[config.mk]
export PLATFORM = sky130hd
export DESIGN_NAME = sram_cmd_port
export DESIGN_NICKNAME = d
export VERILOG_FILES = /design/src/rtl/sram_cmd_port_pkg.sv /design/src/rtl/sram_cmd_ptr.sv /design/src/rtl/sram_cmd_pfbuf.sv /design/src/rtl/sram_cmd_port.sv
export SDC_FILE = /design/constraint.sdc
export NUM_CORES = 1
export LEC_CHECK = 0
export ABC_AREA = 1
export BUFFER_PORTS_ARGS = -buffer_cell sky130_fd_sc_hd__buf_2
export CAP_MARGIN = 25
export CORE_ASPECT_RATIO = 0.6
export CORE_MARGIN = 5
export CORE_UTILIZATION = 26
export DETAILED_ROUTE_END_ITERATION = 8
export SLEW_MARGIN = 40
export SYNTH_ARGS = -nofsm -noshare
export SYNTH_HDL_FRONTEND = slang
export SYNTH_SLANG_ARGS = --single-unit
[constraint.sdc]
create_clock -name clk -period 4.09 [get_ports clk]
set_input_delay 0 -clock clk [delete_from_list [all_inputs] [get_ports clk]]
set_output_delay 0 -clock clk [all_outputs]
set_load 0.02 [all_outputs]
[src/rtl/sram_cmd_port_pkg.sv]
package sram_cmd_port_pkg;
  localparam logic [7:0] IDX_RD_PF   = 8'hF0;
  localparam logic [7:0] IDX_RD_PEEK = 8'hF1;
  localparam logic [7:0] IDX_RD_INC  = 8'hF2;
  localparam logic [7:0] IDX_RDP_LO  = 8'hF4;
  localparam logic [7:0] IDX_RDP_HI  = 8'hF5;
  localparam logic [7:0] IDX_WR_STAY = 8'hF6;
  localparam logic [7:0] IDX_WR_INC  = 8'hF8;
  localparam logic [7:0] IDX_WRP_LO  = 8'hFA;
  localparam logic [7:0] IDX_WRP_HI  = 8'hFB;
  localparam logic [7:0] IDX_TXL_LO  = 8'hFC;
  localparam logic [7:0] IDX_TXL_HI  = 8'hFD;

  typedef enum logic [1:0] {ST_IDLE, ST_FETCH, ST_LAND} port_st_t;
endpackage

[src/rtl/sram_cmd_ptr.sv]
module sram_cmd_ptr #(
  parameter int ADDR_W = 14,
  parameter bit WRAP_EN = 1'b0,
  parameter logic [ADDR_W-1:0] WRAP_BASE = '0
) (
  input  logic              clk,
  input  logic              rst,
  input  logic              ld_lo,
  input  logic              ld_hi,
  input  logic [7:0]        din,
  input  logic              adv,
  input  logic              step2,
  input  logic              preset,
  output logic [ADDR_W-1:0] q
);
  localparam int HI_W = ADDR_W - 8;

  logic [ADDR_W:0]   sum;
  logic [ADDR_W-1:0] adv_val;
  logic [ADDR_W-1:0] nx;

  assign sum     = {1'b0, q} + (ADDR_W+1)'(step2 ? 2 : 1);
  assign adv_val = (WRAP_EN && sum[ADDR_W]) ? WRAP_BASE : sum[ADDR_W-1:0];

  always_comb begin
    nx = q;
    if (ld_lo) nx[7:0] = din;
    if (ld_hi) nx[ADDR_W-1:8] = din[HI_W-1:0];
    if (adv)   nx = adv_val;
    if (preset) nx[ADDR_W-1:8] = WRAP_BASE[ADDR_W-1:8];
  end

  always_ff @(posedge clk) begin
    if (rst) q <= '0;
    else     q <= nx;
  end

  assert_ptr_moves_R3: assert property (@(posedge clk) disable iff (rst)
    (adv && !ld_lo && !ld_hi && !preset) |=> (q != $past(q)));

  assert_preset_high_R9: assert property (@(posedge clk) disable iff (rst)
    preset |=> (q[ADDR_W-1:8] == WRAP_BASE[ADDR_W-1:8]));
endmodule

[src/rtl/sram_cmd_pfbuf.sv]
module sram_cmd_pfbuf #(
  parameter int TAG_W = 13,
  parameter int DW = 16
) (
  input  logic             clk,
  input  logic             rst,
  input  logic             load,
  input  logic [TAG_W-1:0] load_tag,
  input  logic [DW-1:0]    load_data,
  input  logic             inval,
  input  logic             snoop_en,
  input  logic [TAG_W-1:0] snoop_tag,
  input  logic [TAG_W-1:0] look_tag,
  output logic             hit,
  output logic [DW-1:0]    data
);
  logic             valid;
  logic [TAG_W-1:0] tag;
  logic             snoop_hit;

  assign snoop_hit = snoop_en && valid && (snoop_tag == tag);
  assign hit       = valid && (look_tag == tag);

  always_ff @(posedge clk) begin
    if (rst) begin
      valid <= 1'b0;
      tag   <= '0;
      data  <= '0;
    end else if (inval || snoop_hit) begin
      valid <= 1'b0;
    end else if (load) begin
      valid <= 1'b1;
      tag   <= load_tag;
      data  <= load_data;
    end
  end

  assert_inval_empties_R5: assert property (@(posedge clk) disable iff (rst)
    inval |=> !valid);

  assert_load_fills_R4: assert property (@(posedge clk) disable iff (rst)
    (load && !inval && !snoop_en) |=> hit == (look_tag == $past(load_tag)));

  assert_snoop_empties_R10: assert property (@(posedge clk) disable iff (rst)
    snoop_hit |=> !valid);
endmodule

[src/rtl/sram_cmd_port.sv]
module sram_cmd_port #(
  parameter int ADDR_W = 14,
  parameter logic [15:0] RX_BASE = 16'h0C00
) (
  input  logic              clk,
  input  logic              rst,
  input  logic              bus16,
  input  logic              rx_preset,
  input  logic              hst_req,
  input  logic              hst_index,
  input  logic              hst_write,
  input  logic [15:0]       hst_wdata,
  output logic              hst_ack,
  output logic [15:0]       hst_rdata,
  output logic              sram_re,
  output logic              sram_we,
  output logic [1:0]        sram_be,
  output logic [ADDR_W-2:0] sram_addr,
  output logic [15:0]       sram_wdata,
  input  logic [15:0]       sram_rdata
);
  import sram_cmd_port_pkg::*;

  localparam int WA_W = ADDR_W - 1;

  port_st_t          state;
  logic [7:0]        idx_q;
  logic [7:0]        pend_idx;
  logic [ADDR_W-1:0] pend_addr;
  logic [15:0]       txlen_q;
  logic [ADDR_W-1:0] rd_ptr, wr_ptr;
  logic [7:0]        reg_byte;

  logic go, data_cyc, reg_wr, is_rd_cmd, rd_acc, rd_hit, rd_miss, wr_acc;
  logic rd_adv, wr_adv, land, pf_hit, pf_load, pf_inval;
  logic [15:0] pf_data;

  function automatic logic [15:0] lane_pick(input logic [15:0] w, input logic wide,
                                            input logic odd);
    if (wide) return w;
    return {8'h00, odd ? w[15:8] : w[7:0]};
  endfunction

  assign go        = hst_req && (state == ST_IDLE);
  assign data_cyc  = go && !hst_index;
  assign reg_wr    = data_cyc && hst_write;
  assign is_rd_cmd = (idx_q == IDX_RD_PF) || (idx_q == IDX_RD_PEEK) || (idx_q == IDX_RD_INC);
  assign rd_acc    = data_cyc && !hst_write && is_rd_cmd;
  assign rd_hit    = rd_acc && pf_hit;
  assign rd_miss   = rd_acc && !pf_hit;
  assign wr_acc    = reg_wr && ((idx_q == IDX_WR_STAY) || (idx_q == IDX_WR_INC));
  assign land      = (state == ST_LAND);
  assign rd_adv    = (rd_hit && idx_q == IDX_RD_INC) || (land && pend_idx == IDX_RD_INC);
  assign wr_adv    = wr_acc && (idx_q == IDX_WR_INC);
  assign pf_load   = land && (pend_idx == IDX_RD_PF);
  assign pf_inval  = rx_preset || (reg_wr && (idx_q == IDX_RDP_LO || idx_q == IDX_RDP_HI));

  sram_cmd_ptr #(.ADDR_W(ADDR_W), .WRAP_EN(1'b1), .WRAP_BASE(RX_BASE[ADDR_W-1:0])) u_rd_ptr (
    .clk(clk), .rst(rst),
    .ld_lo(reg_wr && idx_q == IDX_RDP_LO), .ld_hi(reg_wr && idx_q == IDX_RDP_HI),
    .din(hst_wdata[7:0]), .adv(rd_adv), .step2(bus16), .preset(rx_preset), .q(rd_ptr));

  sram_cmd_ptr #(.ADDR_W(ADDR_W), .WRAP_EN(1'b0), .WRAP_BASE('0)) u_wr_ptr (
    .clk(clk), .rst(rst),
    .ld_lo(reg_wr && idx_q == IDX_WRP_LO), .ld_hi(reg_wr && idx_q == IDX_WRP_HI),
    .din(hst_wdata[7:0]), .adv(wr_adv), .step2(bus16), .preset(1'b0), .q(wr_ptr));

  sram_cmd_pfbuf #(.TAG_W(WA_W), .DW(16)) u_pfbuf (
    .clk(clk), .rst(rst),
    .load(pf_load), .load_tag(pend_addr[ADDR_W-1:1]), .load_data(sram_rdata),
    .inval(pf_inval), .snoop_en(wr_acc), .snoop_tag(wr_ptr[ADDR_W-1:1]),
    .look_tag(rd_ptr[ADDR_W-1:1]), .hit(pf_hit), .data(pf_data));

  always_comb begin
    case (idx_q)
      IDX_RDP_LO: reg_byte = rd_ptr[7:0];
      IDX_RDP_HI: reg_byte = 8'(rd_ptr[ADDR_W-1:8]);
      IDX_WRP_LO: reg_byte = wr_ptr[7:0];
      IDX_WRP_HI: reg_byte = 8'(wr_ptr[ADDR_W-1:8]);
      IDX_TXL_LO: reg_byte = txlen_q[7:0];
      IDX_TXL_HI: reg_byte = txlen_q[15:8];
      default:    reg_byte = 8'h00;
    endcase
  end

  always_ff @(posedge clk) begin
    if (rst) begin
      state      <= ST_IDLE;
      idx_q      <= '0;
      pend_idx   <= '0;
      pend_addr  <= '0;
      txlen_q    <= '0;
      hst_ack    <= 1'b0;
      hst_rdata  <= '0;
      sram_re    <= 1'b0;
      sram_we    <= 1'b0;
      sram_be    <= '0;
      sram_addr  <= '0;
      sram_wdata <= '0;
    end else begin
      hst_ack <= 1'b0;
      sram_re <= 1'b0;
      sram_we <= 1'b0;
      case (state)
        ST_IDLE: if (go) begin
          if (hst_index) begin
            if (hst_write) idx_q <= hst_wdata[7:0];
            hst_rdata <= {8'h00, idx_q};
            hst_ack   <= 1'b1;
          end else if (rd_hit) begin
            hst_rdata <= lane_pick(pf_data, bus16, rd_ptr[0]);
            hst_ack   <= 1'b1;
          end else if (rd_miss) begin
            sram_re   <= 1'b1;
            sram_addr <= rd_ptr[ADDR_W-1:1];
            pend_idx  <= idx_q;
            pend_addr <= rd_ptr;
            state     <= ST_FETCH;
          end else if (wr_acc) begin
            sram_we    <= 1'b1;
            sram_addr  <= wr_ptr[ADDR_W-1:1];
            sram_be    <= bus16 ? 2'b11 : (wr_ptr[0] ? 2'b10 : 2'b01);
            sram_wdata <= bus16 ? hst_wdata : {hst_wdata[7:0], hst_wdata[7:0]};
            hst_ack    <= 1'b1;
          end else if (hst_write) begin
            if (idx_q == IDX_TXL_LO) txlen_q[7:0]  <= hst_wdata[7:0];
            if (idx_q == IDX_TXL_HI) txlen_q[15:8] <= hst_wdata[7:0];
            hst_ack <= 1'b1;
          end else begin
            hst_rdata <= {8'h00, reg_byte};
            hst_ack   <= 1'b1;
          end
        end
        ST_FETCH: state <= ST_LAND;
        default: begin
          hst_rdata <= lane_pick(sram_rdata, bus16, pend_addr[0]);
          hst_ack   <= 1'b1;
          state     <= ST_IDLE;
        end
      endcase
    end
  end

  assert_fetch_strobe_R2: assert property (@(posedge clk) disable iff (rst)
    sram_re |=> !sram_re);

  assert_miss_ack_R2: assert property (@(posedge clk) disable iff (rst)
    sram_re |-> ##2 hst_ack);

  assert_write_lanes_R7: assert property (@(posedge clk) disable iff (rst)
    sram_we |-> (sram_be != 2'b00));
endmodule

==> results by stage <==
Clock network:
- The clock-pin slew reported for the worst setup and hold paths after clock tree synthesis is 70 ps.
- The clock latency at the later pin of the worst-skew pair is 460 ps.
- TritonCTS built the clock tree.
- The number of setup buffers added after CTS is 0.
- The deepest clock path buffer count is 2.
- The clock sink total is 156.
- Clock tree synthesis inserted a total of 17 buffers.
- The clock tree synthesis step divided the H-tree into 4 levels.
- The cell at the root of the clock tree is sky130_fd_sc_hd__clkbuf_16.

Logic synthesis:
- The most common cell in the synthesized netlist is sky130_fd_sc_hd__nand2_1.
- The area share of the largest cell type after synthesis is 36.09%.
- The compound-cell area share of the yosys netlist is 18.00%.
- The synthesized design contains 0 enable-type register cells.
- By area the synthesized netlist is led by sky130_fd_sc_hd__dfxtp_1 (36%), sky130_fd_sc_hd__nand2_1 (13%), sky130_fd_sc_hd__inv_1 (7.1%).
- Counting instances in the post-synthesis netlist gives the leading cell types as sky130_fd_sc_hd__nand2_1 (306), sky130_fd_sc_hd__inv_1 (163), sky130_fd_sc_hd__dfxtp_1 (156).
- The number of nets handed over by synthesis was 1,387.
- The post-synthesis instance area is 8655 um2.
- The number of flip-flops and latches in the synthesized netlist is 156.
- Among all flip-flop cells after synthesis, the most frequent one is sky130_fd_sc_hd__dfxtp_1.
- The post-synthesis xor/xnor area fraction is 1.012%.
- Counting distinct cell types in the post-synthesis netlist gives 43.
- For this run, the number of Yosys warnings is 0.
- The post-synthesis mux area share is 0%.
- By area, the combinational part of the netlist is dominated by simple AND/OR/NAND/NOR gates.
- The share of synthesized cell area in full adder, half adder and majority cells is 1.330%.
- After Yosys synthesis, and, or, nand and nor cells account for 32.67% of the synthesized area.
- The post-synthesis instance total is 1,340.
- sky130_fd_sc_hd__dfxtp_1 takes more of the synthesized area than any other cell.
- The proportion of register bits with asynchronous set or reset after synthesis is 0%.
- The average instance in the mapped netlist occupies 6.459 um2.
- For this run, the register share of the synthesized area comes to 36.09%.

STA:
- Measured against its own limit, the worst slew margin works out to 46.25%.
- In the finished design, the share of the clock period the worst path needs comes to 66.29%.
- The number of pins with negative max-slew slack in the final report is 0.
- The final hold violation count is 0.
- Adding up every negative setup slack in the final design gives 0 ps.
- The worst hold slack after final layout is 49.32 ps.
- The slew at the pin with the worst max-slew slack is 803.7 ps.
- Timing would allow up to 368.8 MHz.
- Subtracting the final worst setup slack from the clock period gives 2711 ps.
- Setup repair after global routing left no endpoint under its margin.
- The worst-case setup margin in the final layout is 1379 ps.
- The final setup violation count is 0.
- The clock skew is 14.96 ps.

Global routing:
- The first-pass GRT wire length is 52,040 um.
- The maximum number of pins on one net before global-route repair is 62.
- Global routing used 18.30% of the available tracks across all layers.
- Summed over all layers, the global routing overflow is 0.
- The number of global-route vias before repair is 8,679.
- The number of antenna violations at the first check in global routing is 0.

Finish:
- After the last flow step, the layout net total stands at 1,484.
- Counting the fill cells in the layout gives 3,567.
- The number of diodes is 0.
- The multi-input combinational cells in the finished layout cover a total of 4624 um2.
- The layout cell share with drive strength beyond 1 is 12.49%.
- The sequential cell area is 3123 um2.
- Relative to the synthesized area, the layout overhead comes to 21.27%.

Floorplanning:
- From left edge to right edge, the die measures 245.5 um.
- The core region area is 32,610 um2.
- The floorplan has 51 rows.
- The die covers 37,150 um2.
- The chip height is 151.3 um.
- The starting density of the core is 26.54%.
- The count of pins on the block boundary is 89.

Setup path:
- The worst setup path is of the flip-flop to flip-flop kind.
- The worst register-to-register path begins at u_rd_ptr.q[9].
- The startpoint class of the critical path is a flip-flop.
- Measured in cells, the most critical reg-to-reg path has a length of 11.
- The capturing element type of the critical path is a flip-flop.
- The required arrival time at the worst endpoint is 4480 ps.
- The reg-to-reg setup timing slack is 1380 ps.
- The largest driver fanout on the critical path is 16.
- The terminus of the critical flop-to-flop path is u_rd_ptr.q[13].
- At the worst endpoint, the arrival time is 3100 ps.

Route:
- The count of nets left with antenna violations once routing finished came out at 0.
- The routed via count divided by cell count is 5.078.
- The overall routed net length is 34,100 um.
- The number of remaining DRC errors is 0.
- The number of DRC markers after the initial detailed-route iteration is 1,191.
- For this run, the detailed router's first-pass iteration total came to 5.
- In the final routed layout, each cell accounts on average for 17.95 um.
- The total via count in the routed design is 9,644.

Status:
- The run finished with clean final reports.

Power and ir drop:
- The maximum vdd drop is 0.2959 mV.
- Power spread over the standard cell area amounts to 333.6 nW/um2.
- The leakage power figure is 4.415 nW.

Min path:
- The worst hold path terminates at sram_we.
- The number of instances on the worst hold path is 4.
- The worst hold path startpoint is hst_index.
- The class of the tightest hold or removal check is input pin to flip-flop.

Placement:
- Before CTS, the worst setup slack after placement is 1339 ps.
- During placement, the flow inserted port buffers numbering 88.
- The post-detailed-placement half-perimeter wirelength is 25,440 um.
- Routability-driven placement finished with a final weighted congestion of 1.014.

Flow run:
- The total of max-cap violations is 0.
-- metal layers --
metal | part of all wire, % | up-vias | GRT usage, % | wire (um)
met5 | 0 | - | 0 | 0
li1 | - | 4610 | - | -
met4 | 0.94 | 0 | 4.069 | 320
met2 | 37 | 448 | 23.96 | 12700
met1 | 51 | 4554 | 28.94 | 17230
met3 | 11 | 32 | 5.062 | 3837
-- through the flow --
step / instance area, um2 / util [%] / total power [W] / instances
finish: 10500 / 32.19 / 0.003501 / 1899
detailed placement: 9543 / 29.27 / 0.001808 / 1834
floorplan: 8655 / - / 0.001715 / 1340
global route: 10500 / 32.19 / 0.003600 / 1899
CTS: 10490 / 32.16 / 0.003515 / 1899
global placement: 9528 / 29.22 / 0.001808 / 1834
-- timing repair --
item	in CTS	in global routing
hold buffers	34	0
hold endpoints to repair	69	0
gates resized for setup	0	0
-- logic make-up after synthesis --
family,Yosys count
simple gates,637
flops,156
buf+inv,240
xor+xnor,10
compound gates,289
fa+ha+maj,8
-- cell usage in the layout (no fill, tap or decap), types with 9 or more instances in the layout --
cell type | Yosys | final
sky130_fd_sc_hd__nand3_1 | 73 | 73
sky130_fd_sc_hd__xor2_1 | 9 | 9
sky130_fd_sc_hd__nand4_1 | 68 | 68
sky130_fd_sc_hd__o22ai_1 | 13 | 13
sky130_fd_sc_hd__nor2_1 | 144 | 144
sky130_fd_sc_hd__dlygate4sd3_1 | 0 | 34
sky130_fd_sc_hd__a21oi_1 | 115 | 115
sky130_fd_sc_hd__nand2_1 | 306 | 306
sky130_fd_sc_hd__o21ai_1 | 14 | 14
sky130_fd_sc_hd__dfxtp_1 | 156 | 156
sky130_fd_sc_hd__clkbuf_16 | 0 | 17
sky130_fd_sc_hd__inv_2 | 16 | 16
sky130_fd_sc_hd__buf_2 | 13 | 88
sky130_fd_sc_hd__nor3_1 | 17 | 17
sky130_fd_sc_hd__o21ai_0 | 115 | 115
sky130_fd_sc_hd__inv_1 | 163 | 162
sky130_fd_sc_hd__o211ai_1 | 9 | 9
sky130_fd_sc_hd__buf_4 | 5 | 17
-- registers in the layout, indices dropped and copies added (netlist names), 2 cells and up --
name          count
u_rd_ptr.q       14
u_pfbuf.tag      13
idx_q             8
sram_wdata       16
sram_addr        13
u_pfbuf.data     16
txlen_q          16
pend_idx          8
hst_rdata        16
u_wr_ptr.q       14
pend_addr        14
sram_be           2
state             2
-- critical path, cell delays in order (launching register included) --
cell and delay, ps:
sky130_fd_sc_hd__dfxtp_1 570, sky130_fd_sc_hd__inv_1 180, sky130_fd_sc_hd__nand2_1 140, sky130_fd_sc_hd__nand2_1 60, sky130_fd_sc_hd__nor2_1 100, sky130_fd_sc_hd__nand2_1 90
sky130_fd_sc_hd__nor2_2 370, sky130_fd_sc_hd__nand4_2 420, sky130_fd_sc_hd__nand2_1 380, sky130_fd_sc_hd__nand3_1 110, sky130_fd_sc_hd__nand3_1 110, sky130_fd_sc_hd__nor2b_1 130
-- how the worst max path moves through the flow --
stage	from	end	slack, ps	cells past startpoint
after floorplan	bus16	u_wr_ptr.q[12]	1930	14
after global placement	bus16	u_wr_ptr.q[10]	1280	13
after detailed placement	bus16	u_rd_ptr.q[13]	1340	14
after CTS	state[0]	u_pfbuf.tag[3]	1440	12
after global routing	idx_q[1]	txlen_q[4]	1170	10
final	u_rd_ptr.q[9]	u_rd_ptr.q[13]	1380	11
-- power by group --
part	total, W	internal [W]	switching (W)
clock	0.00169	0.000981	0.000714
sequential	0.00155	0.00154	0.0000130
combinational	0.000258	0.0000829	0.000175
total	0.00350	0.00260	0.000902
-- area by class of cell --
cell class	instances	area share (%)
clock inverter	12	1.526
clock buffer	19	4.220
multi-input combinational	944	44.06
sequential	156	29.76
timing repair buffer	139	8.655
inverter	179	6.414
tap	450	5.365
Note: power is estimated with default switching activity, not from simulation.
